<file path="src/rtl/tw_reg_pkg.sv">
package tw_reg_pkg;

   // Decoded target of the address byte of the current frame
   typedef enum logic [2:0] {
      SEL_NONE,
      SEL_WR1,
      SEL_WR2,
      SEL_RD1,
      SEL_RD2
   } sel_e;

endpackage

</file>
<file path="src/rtl/tw_pin_sync.sv">
// Multi-bit synchronizer chain; depth chosen by parameter.
module tw_pin_sync #(
   parameter int               WIDTH     = 3,
   parameter int               STAGES    = 2,
   parameter logic [WIDTH-1:0] RESET_VAL = '0
) (
   input  logic             clk,
   input  logic             rst_n,
   input  logic [WIDTH-1:0] pin_i,
   output logic [WIDTH-1:0] sync_o
);

   logic [WIDTH-1:0] stg [STAGES];

   if (STAGES < 1) begin : g_chk_stages
      $error("tw_pin_sync: STAGES must be at least 1");
   end

   always_ff @(posedge clk or negedge rst_n) begin
      if (!rst_n) stg[0] <= RESET_VAL;
      else        stg[0] <= pin_i;
   end

   for (genvar k = 1; k < STAGES; k++) begin : g_stage
      always_ff @(posedge clk or negedge rst_n) begin
         if (!rst_n) stg[k] <= RESET_VAL;
         else        stg[k] <= stg[k-1];
      end
   end

   assign sync_o = stg[STAGES-1];

endmodule

</file>
<file path="src/rtl/tw_frame_rx.sv">
// Receive shift register, bit counter and address latch.
module tw_frame_rx #(
   parameter int ADDR_W = 8,
   parameter int DATA_W = 24,
   parameter int CNT_W  = 6
) (
   input  logic              clk,
   input  logic              rst_n,
   input  logic              active_i,
   input  logic              bit_rise_i,
   input  logic              bit_din_i,
   input  logic              strobe_fall_i,
   output logic [CNT_W-1:0]  bit_cnt_o,
   output logic [ADDR_W-1:0] addr_o,
   output logic [DATA_W-1:0] payload_o,
   output logic              frame_ok_o
);

   localparam int FRAME_BITS = ADDR_W + DATA_W;
   localparam logic [CNT_W-1:0] CNT_MAX  = {CNT_W{1'b1}};
   localparam logic [CNT_W-1:0] CNT_FULL = CNT_W'(FRAME_BITS);
   localparam logic [CNT_W-1:0] CNT_ADDR = CNT_W'(ADDR_W - 1);

   logic [FRAME_BITS-1:0] sreg, sreg_nxt;
   logic [CNT_W-1:0]      cnt;
   logic [ADDR_W-1:0]     addr_q;

   // New bits enter at the top: after a full frame the first bit sits at bit 0
   assign sreg_nxt = {bit_din_i, sreg[FRAME_BITS-1:1]};

   always_ff @(posedge clk or negedge rst_n) begin
      if (!rst_n) begin
         sreg   <= '0;
         cnt    <= '0;
         addr_q <= '0;
      end else if (!active_i) begin
         cnt <= '0;
      end else if (bit_rise_i) begin
         sreg <= sreg_nxt;
         if (cnt != CNT_MAX) cnt <= cnt + 1'b1;
         if (cnt == CNT_ADDR) addr_q <= sreg_nxt[FRAME_BITS-1 -: ADDR_W];
      end
   end

   assign bit_cnt_o  = cnt;
   assign addr_o     = addr_q;
   assign payload_o  = sreg[FRAME_BITS-1:ADDR_W];
   assign frame_ok_o = strobe_fall_i && (cnt == CNT_FULL);

endmodule

</file>
<file path="src/rtl/tw_read_tx.sv">
// Snapshot and serial return of a status word.
module tw_read_tx #(
   parameter int ADDR_W = 8,
   parameter int DATA_W = 24,
   parameter int CNT_W  = 6
) (
   input  logic              clk,
   input  logic              rst_n,
   input  logic              active_i,
   input  logic              bit_fall_i,
   input  logic [CNT_W-1:0]  bit_cnt_i,
   input  logic              rd_hit_i,
   input  logic [DATA_W-1:0] rd_word_i,
   output logic              sdo_o,
   output logic              oe_o
);

   localparam logic [CNT_W-1:0] CNT_CAPT = CNT_W'(ADDR_W);

   logic [DATA_W-1:0] shreg;
   logic              taken;
   logic              oe_q;

   always_ff @(posedge clk or negedge rst_n) begin
      if (!rst_n) begin
         shreg <= '0;
         taken <= 1'b0;
         oe_q  <= 1'b0;
      end else if (!active_i) begin
         taken <= 1'b0;
         oe_q  <= 1'b0;
      end else if (bit_fall_i) begin
         if (!taken && bit_cnt_i == CNT_CAPT) begin
            taken <= 1'b1;
            if (rd_hit_i) begin
               shreg <= rd_word_i;
               oe_q  <= 1'b1;
            end
         end else if (oe_q) begin
            shreg <= {1'b0, shreg[DATA_W-1:1]};
         end
      end
   end

   assign sdo_o = shreg[0];
   assign oe_o  = oe_q;

endmodule

</file>
<file path="src/rtl/tw_reg_if.sv">
module tw_reg_if
   import tw_reg_pkg::*;
#(
   parameter int                ADDR_W      = 8,
   parameter int                DATA_W      = 24,
   parameter int                SYNC_STAGES = 2,
   parameter logic [ADDR_W-1:0] WR1_CODE    = 8'hD0,
   parameter logic [ADDR_W-1:0] WR2_CODE    = 8'hD2,
   parameter logic [ADDR_W-1:0] RD1_CODE    = 8'hD1,
   parameter logic [ADDR_W-1:0] RD2_CODE    = 8'hD3,
   parameter logic [DATA_W-1:0] RST_WORD    = '0
) (
   input  logic              clk,
   input  logic              rst_n,
   input  logic              ser_clk_i,
   input  logic              ser_strobe_i,
   input  logic              ser_data_i,
   output logic              ser_data_o,
   output logic              ser_data_oe_o,
   input  logic [DATA_W-1:0] rd_word1_i,
   input  logic [DATA_W-1:0] rd_word2_i,
   output logic [DATA_W-1:0] wr_reg1_o,
   output logic [DATA_W-1:0] wr_reg2_o
);

   localparam int FRAME_BITS = ADDR_W + DATA_W;
   localparam int CNT_W      = $clog2(FRAME_BITS + 2);
   localparam int NPIN       = 3;
   // pin order: bit 0 clock (idles high), bit 1 strobe, bit 2 data
   localparam logic [NPIN-1:0] PIN_IDLE = 3'b001;

   // ---------------- elaboration checks ----------------
   if (ADDR_W < 2 || DATA_W < 2) begin : g_chk_width
      $error("tw_reg_if: ADDR_W and DATA_W must be at least 2");
   end
   if (SYNC_STAGES < 2) begin : g_chk_sync
      $error("tw_reg_if: SYNC_STAGES must be at least 2");
   end
   if (WR1_CODE == WR2_CODE || WR1_CODE == RD1_CODE || WR1_CODE == RD2_CODE ||
       WR2_CODE == RD1_CODE || WR2_CODE == RD2_CODE || RD1_CODE == RD2_CODE) begin : g_chk_codes
      $error("tw_reg_if: address codes must be distinct");
   end
   if ((FRAME_BITS + 1) >= (1 << CNT_W)) begin : g_chk_cnt
      $error("tw_reg_if: counter too narrow");
   end

   // ---------------- pin synchronisation and edges ----------------
   logic [NPIN-1:0] pin_raw, pin_s;
   logic            clk_last, strb_last;
   logic            bit_rise, bit_fall;
   logic            frame_active, strobe_fall;

   assign pin_raw = {ser_data_i, ser_strobe_i, ser_clk_i};

   tw_pin_sync #(
      .WIDTH     (NPIN),
      .STAGES    (SYNC_STAGES),
      .RESET_VAL (PIN_IDLE)
   ) u_sync (
      .clk    (clk),
      .rst_n  (rst_n),
      .pin_i  (pin_raw),
      .sync_o (pin_s)
   );

   always_ff @(posedge clk or negedge rst_n) begin
      if (!rst_n) begin
         clk_last  <= PIN_IDLE[0];
         strb_last <= PIN_IDLE[1];
      end else begin
         clk_last  <= pin_s[0];
         strb_last <= pin_s[1];
      end
   end

   assign frame_active = pin_s[1];
   assign bit_rise     = pin_s[0] & ~clk_last;
   assign bit_fall     = ~pin_s[0] & clk_last;
   assign strobe_fall  = ~pin_s[1] & strb_last;

   // ---------------- receiver ----------------
   logic [CNT_W-1:0]  bit_cnt;
   logic [ADDR_W-1:0] addr_q;
   logic [DATA_W-1:0] payload;
   logic              frame_ok;

   tw_frame_rx #(
      .ADDR_W (ADDR_W),
      .DATA_W (DATA_W),
      .CNT_W  (CNT_W)
   ) u_rx (
      .clk           (clk),
      .rst_n         (rst_n),
      .active_i      (frame_active),
      .bit_rise_i    (bit_rise),
      .bit_din_i     (pin_s[2]),
      .strobe_fall_i (strobe_fall),
      .bit_cnt_o     (bit_cnt),
      .addr_o        (addr_q),
      .payload_o     (payload),
      .frame_ok_o    (frame_ok)
   );

   // ---------------- address decode ----------------
   sel_e sel;

   always_comb begin
      if      (addr_q == WR1_CODE) sel = SEL_WR1;
      else if (addr_q == WR2_CODE) sel = SEL_WR2;
      else if (addr_q == RD1_CODE) sel = SEL_RD1;
      else if (addr_q == RD2_CODE) sel = SEL_RD2;
      else                         sel = SEL_NONE;
   end

   // ---------------- settings registers ----------------
   logic [DATA_W-1:0] wr_reg [2];
   logic [1:0]        wr_load;

   assign wr_load[0] = frame_ok && (sel == SEL_WR1);
   assign wr_load[1] = frame_ok && (sel == SEL_WR2);

   for (genvar r = 0; r < 2; r++) begin : g_wreg
      always_ff @(posedge clk or negedge rst_n) begin
         if (!rst_n)          wr_reg[r] <= RST_WORD;
         else if (wr_load[r]) wr_reg[r] <= payload;
      end
   end

   assign wr_reg1_o = wr_reg[0];
   assign wr_reg2_o = wr_reg[1];

   // ---------------- read return ----------------
   logic              rd_hit;
   logic [DATA_W-1:0] rd_word;

   assign rd_hit  = (sel == SEL_RD1) || (sel == SEL_RD2);
   assign rd_word = (sel == SEL_RD2) ? rd_word2_i : rd_word1_i;

   tw_read_tx #(
      .ADDR_W (ADDR_W),
      .DATA_W (DATA_W),
      .CNT_W  (CNT_W)
   ) u_tx (
      .clk        (clk),
      .rst_n      (rst_n),
      .active_i   (frame_active),
      .bit_fall_i (bit_fall),
      .bit_cnt_i  (bit_cnt),
      .rd_hit_i   (rd_hit),
      .rd_word_i  (rd_word),
      .sdo_o      (ser_data_o),
      .oe_o       (ser_data_oe_o)
   );

endmodule

</file>
<file path="config.mk">
export PLATFORM = sky130hd
export DESIGN_NAME = tw_reg_if
export DESIGN_NICKNAME = d
export VERILOG_FILES = /design/src/rtl/tw_reg_pkg.sv /design/src/rtl/tw_pin_sync.sv /design/src/rtl/tw_frame_rx.sv /design/src/rtl/tw_read_tx.sv /design/src/rtl/tw_reg_if.sv
export SDC_FILE = /design/constraint.sdc
export NUM_CORES = 1
export LEC_CHECK = 0
export ABC_AREA = 1
export BUFFER_PORTS_ARGS = -buffer_cell sky130_fd_sc_hd__buf_2
export CORE_MARGIN = 2
export CORE_UTILIZATION = 50
export DETAILED_ROUTE_END_ITERATION = 8
export PLACE_DENSITY = 0.76
export REMOVE_ABC_BUFFERS = 1
export SLEW_MARGIN = 40
export SYNTH_ARGS = -nofsm -noshare
export SYNTH_HDL_FRONTEND = slang
export SYNTH_HIERARCHICAL = 1
export SYNTH_SLANG_ARGS = --single-unit
</file>
<file path="constraint.sdc">
create_clock -name clk -period 3.3 [get_ports clk]
set_input_delay 0.825 -clock clk [delete_from_list [all_inputs] [get_ports clk]]
set_output_delay 0.825 -clock clk [all_outputs]
set_load 0.05 [all_outputs]
</file>
Word level (Yosys, flattened, before mapping). Index checks and enable logic that the tools add are counted. Widths: inputs -> output; s select.

Word-level logic and storage cells: 68. Register bits after elaboration: 128. Bits of input ports: 53.

Add/subtract/negate cells: 1. Reductions and logical operators: 13. Bitwise logic cells: 6. Muxes and demuxes: 18. Eq/ne operators: 18.

Operators by type and width (count): $mux 24 (4); $eq 8x8->1 const B (4); $mux 6 (3); $mux 3 (4); $ne 2x2->1 const B (4); $mux 1 (7); $add 6x1->6 const B (1); $eq 3x2->1 const B (2); $eq 6x3->1 const B (1); $eq 6x4->1 const B (1); $eq 6x6->1 const B (1); $ne 6x6->1 const B (1); $reduce_and 2->1 (3); $reduce_and 3->1 (2); $logic_and 1x1->1 (4); $ne 2x1->1 const B (2); $reduce_and 4->1 (1); $and 1x1->1 (3); $eq 3x1->1 const B (1); $eq 3x3->1 const B (1); $not 1->1 (3); $reduce_bool 2->1 (1); $logic_not 1->1 (1); $logic_or 1x1->1 (1).

Depth between registers and ports, before layout. Gate-level depths: netlist of run 1.

Word-level depth: 11. Depth in mapped cells: 12.

By module. The synthesis of run 1 kept the hierarchy.

Modules (own cells, without submodules): tw_reg_if (cells each 316, seq. area each 1252.5 um^2, area an instance 2497.4 um^2, instances 1); tw_frame_rx (cells each 173, seq. area each 950.9 um^2, area an instance 1615.3 um^2, instances 1); tw_read_tx (cells each 207, seq. area each 650.6 um^2, area an instance 1517.7 um^2, instances 1); tw_pin_sync (cells each 9, seq. area each 152.6 um^2, area an instance 175.2 um^2, instances 1).

Least setup slack after synthesis of run 1. No wires, ideal clock.

Kind: register to register. Start: register u_rx.cnt[0], in the netlist u_rx/bit_cnt_o[0]. End: register wr_reg (netlist bit wr_reg1_o[0]). Cell stages (with the launch flop): 9. Arrival: 1.913 ns. Setup slack: 1.321 ns. Required time: 3.234 ns. Path through: dfrtp_1 > inv_1 > ha_1 > nand2_1 > nor4_1 > buf_2 > buf_2 > nand4_1 > nand2_1.

Word-level cells in the longest chain between the ends: 3.

RTL lines: from (decl) (RTL line tw_frame_rx.sv:25) `logic [CNT_W-1:0] cnt;`; from (signal assigned) (RTL line tw_frame_rx.sv:40) `if (cnt != CNT_MAX) cnt <= cnt + 1'b1;`; $eq 6x6->1 (RTL line tw_frame_rx.sv:48) `assign frame_ok_o = strobe_fall_i && (cnt == CNT_FULL);`; $logic_and 1x1->1 (RTL line tw_frame_rx.sv:48); net frame_ok (RTL line tw_reg_if.sv:85) `logic frame_ok;`; $logic_and 1x1->1 (RTL line tw_reg_if.sv:119) `assign wr_load[0] = frame_ok && (sel == SEL_WR1);`; to (signal, indexed assignment) (RTL line tw_reg_if.sv:125) `else if (wr_load[r]) wr_reg[r] <= payload;`; to (decl) (RTL line tw_reg_if.sv:116) `logic [DATA_W-1:0] wr_reg [2];`.

The timed path passes the listed nets, and every way through them passes these cells. A chain may end at the register's enable or synchronous reset.

Worst setup path in the final report of run 1.
Start: register u_rx.cnt[0], in the netlist u_rx/bit_cnt_o[0]. End: register wr_reg (netlist bit wr_reg1_o[10]).

The elaborated chain is that of the path after synthesis.

==> flow_summary.json, run 1 <==
{
  "async_flop_share_pct": 100,
  "grt_max_degree": 53,
  "drcViolationCount": 0,
  "rsz0062_at_grt": "false",
  "outcome": "completed",
  "r2r-end": "wr_reg1_o[10]",
  "post_cts_resized": 0,
  "wirelength_um": 14400,
  "root_buffer": "clkbuf_16",
  "ys_seq_elements": 120,
  "final_cell_mix": "nand2_1 (291), dfrtp_1 (117), buf_2 (101), nand4_1 (74), nand3_1 (54)",
  "max_clock_freq_mhz": 431,
  "ys.flop_type": "dfrtp_1",
  "cts.path.max_buffers": 2,
  "synth_area_um2": 5810,
  "numCtsBuffers": 17,
  "crit_fanout": 24,
  "dieArea_um2": 12500,
  "grt_pass1_vias": 4988,
  "drt_first_pass_iters": 5,
  "h-tree-depth": 4,
  "synth_warnings": 6,
  "maxCapViolCount": 0,
  "layout.cells.non_filler": 942,
  "avgSynthCellArea_um2": 8.23,
  "power.density_nw_per_um2": 521,
  "syn2layout_area_growth_pct": 19.2,
  "worstRegToRegCells": 7,
  "cp.required_ps": 3590,
  "synth_edf_count": 0,
  "total_leakage_power_nw": 3.67,
  "final_common_cell": "nand2_1",
  "initial_utilization_pct": 51.1,
  "wl_per_cell_um": 15.3,
  "postCtsHoldBufs": 0,
  "critPathKind": "reg -> reg",
  "antenna_found_initial": 0,
  "grt_util_all_layers_pct": 23.8,
  "end_kind": "flop",
  "num_rows": 39,
  "slew_headroom_pct": 54.9,
  "worst_pin_slew_ps": 676,
  "pwr-share-seq_pct": 42.7,
  "insertion_delay_ps": 400,
  "drive_above_1_share_pct": 21.9,
  "grt-ovfl-total": 0,
  "dp_hpwl_um": 9310,
  "die_y_um": 112,
  "finalSetupTns_ps": 0,
  "ioPinCount": 103,
  "drt_iter0_drc": 587,
  "core_area_um2": 11400,
  "post-route-period-util_pct": 70.2,
  "path_clk_slew_ps": 50,
  "start_kind": "flop",
  "fin_worst_skew_ps": 6.41,
  "worstReg2RegStart": "u_rx/bit_cnt_o[0]",
  "pwr-share-clk_pct": 53.2,
  "fin_nets": 843,
  "hold_viol": 0,
  "ant_nets": 0,
  "drv_slew": 0,
  "reg2reg_slack_ps": 980,
  "p_total_mw": 3.60,
  "cp-endpoint": "wr_reg1_o[10]",
  "synth.distinct_cells": 27,
  "grt_first_pass_wirelength_um": 24300,
  "cts_tree": "yes",
  "dp.cells": 912,
  "regArea_um2": 3010,
  "seq_area_frac_synth_pct": 51.8,
  "num_vias": 5174,
  "critPathLaunch": "u_rx/bit_cnt_o[0]",
  "comb_power_share_pct": 4.1,
  "fin_util_pct": 60.9,
  "internal_power_mw": 2.85,
  "period_needed_ps": 2320,
  "multi_input_area_um2": 2360,
  "worstPathArrival_ps": 2600,
  "power_switching_uw": 755,
  "clock_sinks": 120,
  "finalSetupViolCount": 0,
  "irDropWorstVdd_v": 0.000315,
  "avgViaCountPerCell": 5.49,
  "finalWeightedCongestion": 0.856,
  "io_buffers": 102,
  "antennaDiodeCount": 0,
  "switching_share_pct": 21.0,
  "fill_cells": 980,
  "die_x_um": 112,
  "syn_inst": 705,
  "hold_start": "u_sync/stg[4]",
  "postCtsSetupBuffers": 0,
  "hp-class": "reg -> reg"
}
area by class of cell:
class                      instances  area share (%)
clock buffer                      22            6.71
clock inverter                     8            2.12
inverter                          43            2.40
multi-input combinational        495            34.2
sequential                       120            43.4
tap                              143            2.59
timing repair buffer             111            8.57
Yosys cell counts, types with 3 or more instances:
cell	n	share of area, %
nand2_1	291	19
dfrtp_1	117	50
nand4_1	74	8.0
nand3_1	54	4.7
inv_1	37	2.4
o21ai_0	26	2.2
buf_2	25	2.2
nor2_1	14	0.91
buf_4	9	1.2
clkbuf_1	8	0.52
o21ai_2	8	1.2
buf_6	5	0.97
inv_2	5	0.32
nor2_4	5	0.97
nand2_2	4	0.43
dfstp_2	3	1.4
nand2_4	3	0.58
nand3_2	3	0.52
o21ai_1	3	0.26
metrics by stage:
stage                     worst slack [ps]  hold slack, ps  cell area, um^2
final                                  982             345             6920
after detailed placement               922             337             6300
after global routing                   753             353             6920
after global placement                1020             333             6300
after CTS                              888             348             6920
after floorplan                      -2550             331             5530
cells by family after synthesis:
group / after synthesis / share of synthesized area [%]
AO/OA/AOI/OAI: 38 / 3.79
flip-flops: 120 / 51.8
buffers and inverters: 90 / 7.67
adder cells (fa/ha/maj): 2 / 0.431
AND/OR/NAND/NOR: 455 / 36.3
worst max-delay path: stages, from the launching register on:
cell     delay, ps
dfrtp_1        440
inv_1          130
ha_1           160
nand2_1         80
nor4_2         480
nand3_2        590
nand2_1        240
nand2_1         80
power by group through the flow:
stage / clock network, mW / registers, mW / logic (mW)
final: 1.92 / 1.54 / 0.147
after global routing: 2.02 / 1.54 / 0.170
after CTS: 1.95 / 1.54 / 0.149
after detailed placement: 0 / 1.56 / 0.147
after global placement: 0 / 1.56 / 0.144
after floorplan: 0 / 1.55 / 0.0629
routing by layer:
layer  track usage [%]  up-vias  share of wire [%]
met2              37.1      207                 49
li1                  -     2477                  -
met5                 0        -                  0
met1              33.0     2472                 43
met4              7.82        0                1.2
met3              6.04       18                6.9
sequential cells by signal, indices dropped and copies added (netlist names):
| name | flops |
|---|---|
| u_rx/sreg | 24 |
| strb_last | 1 |
| u_sync/stg | 3 |
| wr_reg1_o | 24 |
| u_tx/shreg | 24 |
| u_tx/oe_o | 1 |
| clk_last | 1 |
| u_rx/addr_o | 8 |
| u_rx/bit_cnt_o | 6 |
| u_tx/taken | 1 |
| wr_reg2_o | 24 |
| u_sync/sync_o | 3 |
worst min path at each step:
stage | depth (start not counted) | slack [ps] | end
after global routing | 0 | 350 | u_sync/sync_o[1]
after detailed placement | 0 | 340 | u_sync/sync_o[1]
after CTS | 0 | 350 | u_sync/sync_o[1]
final | 0 | 350 | u_sync/sync_o[1]
after floorplan | 0 | 330 | u_sync/sync_o[1]
after global placement | 0 | 330 | u_sync/sync_o[2]
(Power assumes the default switching activity.)
==> run 2, diff against run 1 <==
- ABC_AREA: 1 -> 0
- clock period: 3.3 -> 2.19 ns (I/O delays scaled with it)
==> run 2 against run 1 <==
  * Hold slack worse by 330 ps
  * Critical path depth decreased by 2
  * Core utilization grew 2.9 points
  * Cell count shrank 35%
  * First-iteration DRC count is 82% lower
  * Maximum frequency is 11% higher
  * Clock skew grew 9.4 ps
  * Count of clock-buffer cells in the layout fell by 5
  * Synthesized cell count decreased by 50%
  * Clock power rose by 40%
  * Synthesized area is 7.0% lower
  * Critical path type unchanged
==> flow_summary.json, run 2 <==
{
  "fin_worst_skew_ps": 15.8,
  "die_x_um": 108,
  "post-route-period-util_pct": 95.3,
  "yosysMostFrequentCell": "mux2_2",
  "ys_seq_elements": 120,
  "numCtsBuffers": 17,
  "worstPathArrival_ps": 2460,
  "dieArea_um2": 11600,
  "grt_pass1_vias": 3411,
  "synth_area_um2": 5400,
  "cp.required_ps": 2570,
  "synth.distinct_cells": 40,
  "drcViolationCount": 0,
  "finalWeightedCongestion": 0.805,
  "slew_headroom_pct": 58.2,
  "path_buf_inv": 0,
  "core_area_um2": 10400,
  "cts_tree": "yes",
  "ioPinCount": 103,
  "start_kind": "flop",
  "initial_utilization_pct": 51.8,
  "path_cells": "nor4b_4 > and2_2 > nand3_1 > mux2_4 > mux2_4",
  "postCtsSetupBuffers": 0,
  "final_cell_mix": "mux2_2 (130), dfrtp_1 (117), buf_2 (101), mux2_4 (20), clkbuf_16 (16)",
  "layout.cells.non_filler": 614,
  "place_area_um2": 6060,
  "power.density_nw_per_um2": 815,
  "hold_viol": 0,
  "io_buffers": 102,
  "synthMuxAreaShare_pct": 32.9,
  "num_vias": 3204,
  "fill_cells": 778,
  "dp_hpwl_um": 6410,
  "yosysTopAreaCell": "dfrtp_1",
  "worst_pin_slew_ps": 624,
  "async_flop_share_pct": 100,
  "syn_inst": 351,
  "synth-xor-area-share_pct": 0,
  "maxCapViolCount": 0,
  "finalSetupViolCount": 0,
  "fin_util_pct": 63.8,
  "fin_nets": 521,
  "reg2reg_slack_ps": 100,
  "drive_above_1_share_pct": 64.2,
  "crit_fanout": 24,
  "synth_top_family_by_area": "multiplexers",
  "regArea_um2": 3010,
  "h-tree-depth": 4,
  "drv_slew": 0,
  "rsz0062_at_grt": "false",
  "period_needed_ps": 2090,
  "grt_first_pass_wirelength_um": 16000,
  "synth_compound_area_share_pct": 1.69,
  "critical-path-max-stage-delay_ps": 470,
  "synth-adder-area-share_pct": 0.464,
  "synthTopCellsByArea": "dfrtp_1 (54%), mux2_2 (27%), mux2_4 (5.6%)",
  "critPathSlowestCell": "mux2_4",
  "seq_area_frac_synth_pct": 55.7,
  "grt_util_all_layers_pct": 17.7,
  "end_kind": "flop",
  "ys.flop_type": "dfrtp_1",
  "grt_max_degree": 47,
  "avgSynthCellArea_um2": 15.4,
  "synth_common_cells": "mux2_2 (130), dfrtp_1 (117), mux2_4 (20)",
  "num_rows": 37,
  "avgViaCountPerCell": 5.22,
  "cts.path.max_buffers": 2,
  "irDropWorstVdd_v": 0.000575,
  "synthSimpleGateAreaFrac_pct": 5.82,
  "wl_per_cell_um": 15.9,
  "ant_nets": 0,
  "wirelength_um": 9790,
  "path_delay_family": "multiplexers",
  "stdcell_area_um2": 6640,
  "outcome": "completed",
  "dp.cells": 583,
  "drt_first_pass_iters": 4,
  "insertion_delay_ps": 510,
  "clock_sinks": 120,
  "die_y_um": 108,
  "critPathKind": "reg -> reg",
  "grt-ovfl-total": 0,
  "postCtsHoldBufs": 0,
  "root_buffer": "clkbuf_8",
  "antennaDiodeCount": 0,
  "synth_edf_count": 0,
  "path_clk_slew_ps": 60,
  "max_clock_freq_mhz": 479,
  "syn2layout_area_growth_pct": 23.1,
  "synthDominantCellAreaShare_pct": 54.2,
  "final_common_cell": "mux2_2",
  "hp-class": "in -> async",
  "total_leakage_power_nw": 3.41,
  "drt_iter0_drc": 105,
  "synth_warnings": 6,
  "multi_input_area_um2": 2210,
  "crit_top_cell": "mux2_4",
  "antenna_found_initial": 0
}
==> run 2: cell families (layout without fill, tap and decap cells) <==
kind of cell | after synthesis | after routing
mux | 151 | 151
flops | 120 | 120
simple gates | 42 | 42
buf+inv | 24 | 151
compound gates | 12 | 12
fa+ha+maj | 2 | 2
==> run 2: layer usage <==
layer / share of wire [%] / wire length [um] / track usage (%) / vias up
met3: 6.4 / 627 / 5.51 / 8
met1: 45 / 4390 / 22.5 / 1595
li1: - / - / - / 1498
met4: 0.73 / 71 / 6.50 / 0
met2: 48 / 4710 / 28.5 / 103
met5: 0 / 0 / 0 / -
==> run 2: cell type report <==
| class | count | share of cell area, % |
|---|---|---|
| flip-flops and latches | 120 | 45.3 |
| inverters | 5 | 0.283 |
| clock buffers | 17 | 6.23 |
| clock inverters | 14 | 2.49 |
| well taps | 136 | 2.56 |
| repair buffers | 115 | 9.95 |
| multi-input cells | 207 | 33.2 |
==> run 2: metrics by stage <==
step / setup slack (ps) / power [mW] / setup TNS [ps] / hold slack (ps)
after floorplan: -84.5 / 2.61 / -2000 / 252
final: 102 / 5.42 / 0 / 17.1
after global placement: 139 / 2.76 / 0 / 334
after CTS: 101 / 5.48 / 0 / 16.5
after detailed placement: 106 / 2.78 / 0 / 341
after global routing: 24.2 / 5.63 / 0 / 34.8
==> run 2: worst register-to-register path, stage by stage, from the launching register on <==
cell	delay [ps]
dfrtp_1	400
nor4b_4	400
and2_2	240
nand3_1	90
mux2_4	470
mux2_4	360
==> run 2: where the power goes <==
part           leakage [nW]  internal (mW)  switching, mW
Combinational          1.55          0.181          0.126
Sequential             1.59           2.33          0.107
Clock                 0.278           1.64           1.03
==> run 2: worst paths after layout <==
| check | startpoint | endpoint | cells after the start |
|---|---|---|---|
| setup / recovery | u_rx/addr_o[5] | u_tx/shreg[18] | 5 |
| max in group asynchronous | rst_n | u_rx/addr_o[5] | 2 |
| min in group clk | ser_data_i | u_sync/stg[5] | 1 |
| setup reg to reg | u_rx/addr_o[5] | u_tx/shreg[18] | 5 |
| hold / removal | rst_n | wr_reg2_o[0] | 1 |
| hold reg to reg | u_sync/stg[4] | u_sync/sync_o[1] | 0 |
==> run 2: timing repair <==
item                       CTS  global route
hold endpoints to repair     0             0
setup endpoints to repair    0             1
resized for setup            0             1
==> run 3, diff against run 2 <==
- BUFFER_PORTS_ARGS: -buffer_cell sky130_fd_sc_hd__buf_2 -> default
- DONT_BUFFER_PORTS: default -> 1
- PLACE_DENSITY: 0.76 -> 0.68
==> run 3 against run 2 <==
  * The run now ends with hold timing left
  * Count of clock-buffer cells in the layout up 1
  * First-iteration DRC count up 42%
  * Cell count down 16%
  * Core utilization down 4.3 points
  * Critical path type unchanged
  * Largest cell class unchanged
  * Highest routed layer unchanged
==> flow_summary.json, run 3 (synthesized netlist as in run 2, its figures left out) <==
{
  "outcome": "finished with violations",
  "violations": "hold timing",
  "core_area_um2": 10400,
  "grt_first_pass_wirelength_um": 15500,
  "drv_slew": 0,
  "finalSetupViolCount": 0,
  "num_rows": 37,
  "final_common_cell": "mux2_2",
  "drt_iter0_drc": 149,
  "ant_nets": 0,
  "critPathKind": "reg -> reg",
  "fill_cells": 839,
  "avgViaCountPerCell": 5.60,
  "worstPathArrival_ps": 2430,
  "antenna_found_initial": 0,
  "end_kind": "flop",
  "wl_per_cell_um": 18.2,
  "die_y_um": 108,
  "num_vias": 2895,
  "grt_util_all_layers_pct": 17.4,
  "r2r-end": "wr_reg1_o[11]",
  "final_cell_mix": "mux2_2 (131), dfrtp_1 (117), mux2_4 (20), clkbuf_16 (16), buf_4 (13)",
  "ioPinCount": 103,
  "initial_utilization_pct": 51.8,
  "slew_headroom_pct": 65.3,
  "h-tree-depth": 4,
  "worst_pin_slew_ps": 520,
  "wirelength_um": 9410,
  "hp-class": "in -> async",
  "io_buffers": 0,
  "cts.path.max_buffers": 2,
  "post-route-period-util_pct": 93.3,
  "root_buffer": "clkbuf_8",
  "path_clk_slew_ps": 60,
  "grt-ovfl-total": 0,
  "start_kind": "flop",
  "fin_hold_ws_ps": -270,
  "fin_nets": 423,
  "post_cts_resized": 0,
  "finalWeightedCongestion": 0.827,
  "antennaDiodeCount": 0,
  "worstReg2RegStart": "u_rx/bit_cnt_o[1]",
  "syn2layout_area_growth_pct": 14.8,
  "rsz0062_at_grt": "false",
  "numCtsBuffers": 17,
  "max_clock_freq_mhz": 489,
  "maxCapViolCount": 0,
  "die_x_um": 108,
  "crit_fanout": 8,
  "reg2reg_slack_ps": 150,
  "drcViolationCount": 0,
  "irDropWorstVdd_v": 0.000557,
  "period_needed_ps": 2040,
  "cp.required_ps": 2580,
  "cts_tree": "yes",
  "drt_first_pass_iters": 4,
  "total_leakage_power_nw": 2.96,
  "clock_sinks": 120,
  "drive_above_1_share_pct": 54.3,
  "insertion_delay_ps": 510,
  "worstRegToRegCells": 8,
  "grt_pass1_vias": 3075,
  "grt_max_degree": 121,
  "power.density_nw_per_um2": 907,
  "hold_viol": 120,
  "dieArea_um2": 11600,
  "dp_hpwl_um": 5970,
  "fin_util_pct": 59.5,
  "fin_worst_skew_ps": 8.08
}
## run 3: repair_timing
action,CTS,global route
setup endpoints to repair,0,22
endpoints found under the hold margin,120,121
buffers inserted,0,1
## run 3: per-layer routing
metal	routed length [um]	vias to the layer above	global-route usage, %
li1	-	1306	-
met1	4090	1475	22.7
met2	4450	100	26.3
met3	753	14	7.45
met4	106	0	5.77
met5	0	-	0
## run 3: area by class of cell
type	instances	area (um^2)	share of cell area [%]
Sequential cell	120	3010	48.5
Timing Repair Buffer	16	148	2.38
Clock inverter	14	219	3.53
Tap cell	136	170	2.75
Multi-Input combinational cell	208	2220	35.8
Inverter	5	18.8	0.303
Clock buffer	18	418	6.74
## run 3: metrics by stage
| stage | setup WS, ps | total power [mW] | std cells | setup TNS, ps | area (um^2) |
|---|---|---|---|---|---|
| finish | 146 | 5.62 | 517 | 0 | 6200 |
| global route | 14.0 | 5.84 | 517 | 0 | 6200 |
| global placement | 123 | 2.67 | 482 | 0 | 5530 |
| floorplan | -84.5 | 2.61 | 332 | -2000 | 5230 |
| detailed placement | 110 | 2.68 | 482 | 0 | 5530 |
| CTS | 93.6 | 5.69 | 514 | 0 | 6170 |
## run 3: how the worst max path moves through the flow
stage / from / to / cells past startpoint
floorplan: u_rx/bit_cnt_o[0] / wr_reg1_o[0] / 7
global placement: u_rx/addr_o[5] / u_tx/shreg[7] / 5
detailed placement: u_rx/addr_o[5] / u_tx/shreg[5] / 6
CTS: u_rx/addr_o[5] / u_tx/shreg[4] / 6
global route: u_rx/addr_o[5] / u_tx/shreg[19] / 5
finish: u_rx/bit_cnt_o[1] / wr_reg1_o[11] / 8
## run 3: worst max-delay path, stage by stage (launching register included)
cell and delay, ps:
dfrtp_1 440, inv_1 80, ha_1 130, nand4b_1 110, nor3_1 140, and4b_1 230, and3b_1 240, buf_4 200
mux2_2 350
## run 3: report_power, final
part | internal [mW] | total [mW] | switching, mW
Sequential | 2.33 | 2.43 | 0.104
Clock | 1.97 | 2.97 | 1.00
Combinational | 0.142 | 0.213 | 0.0711
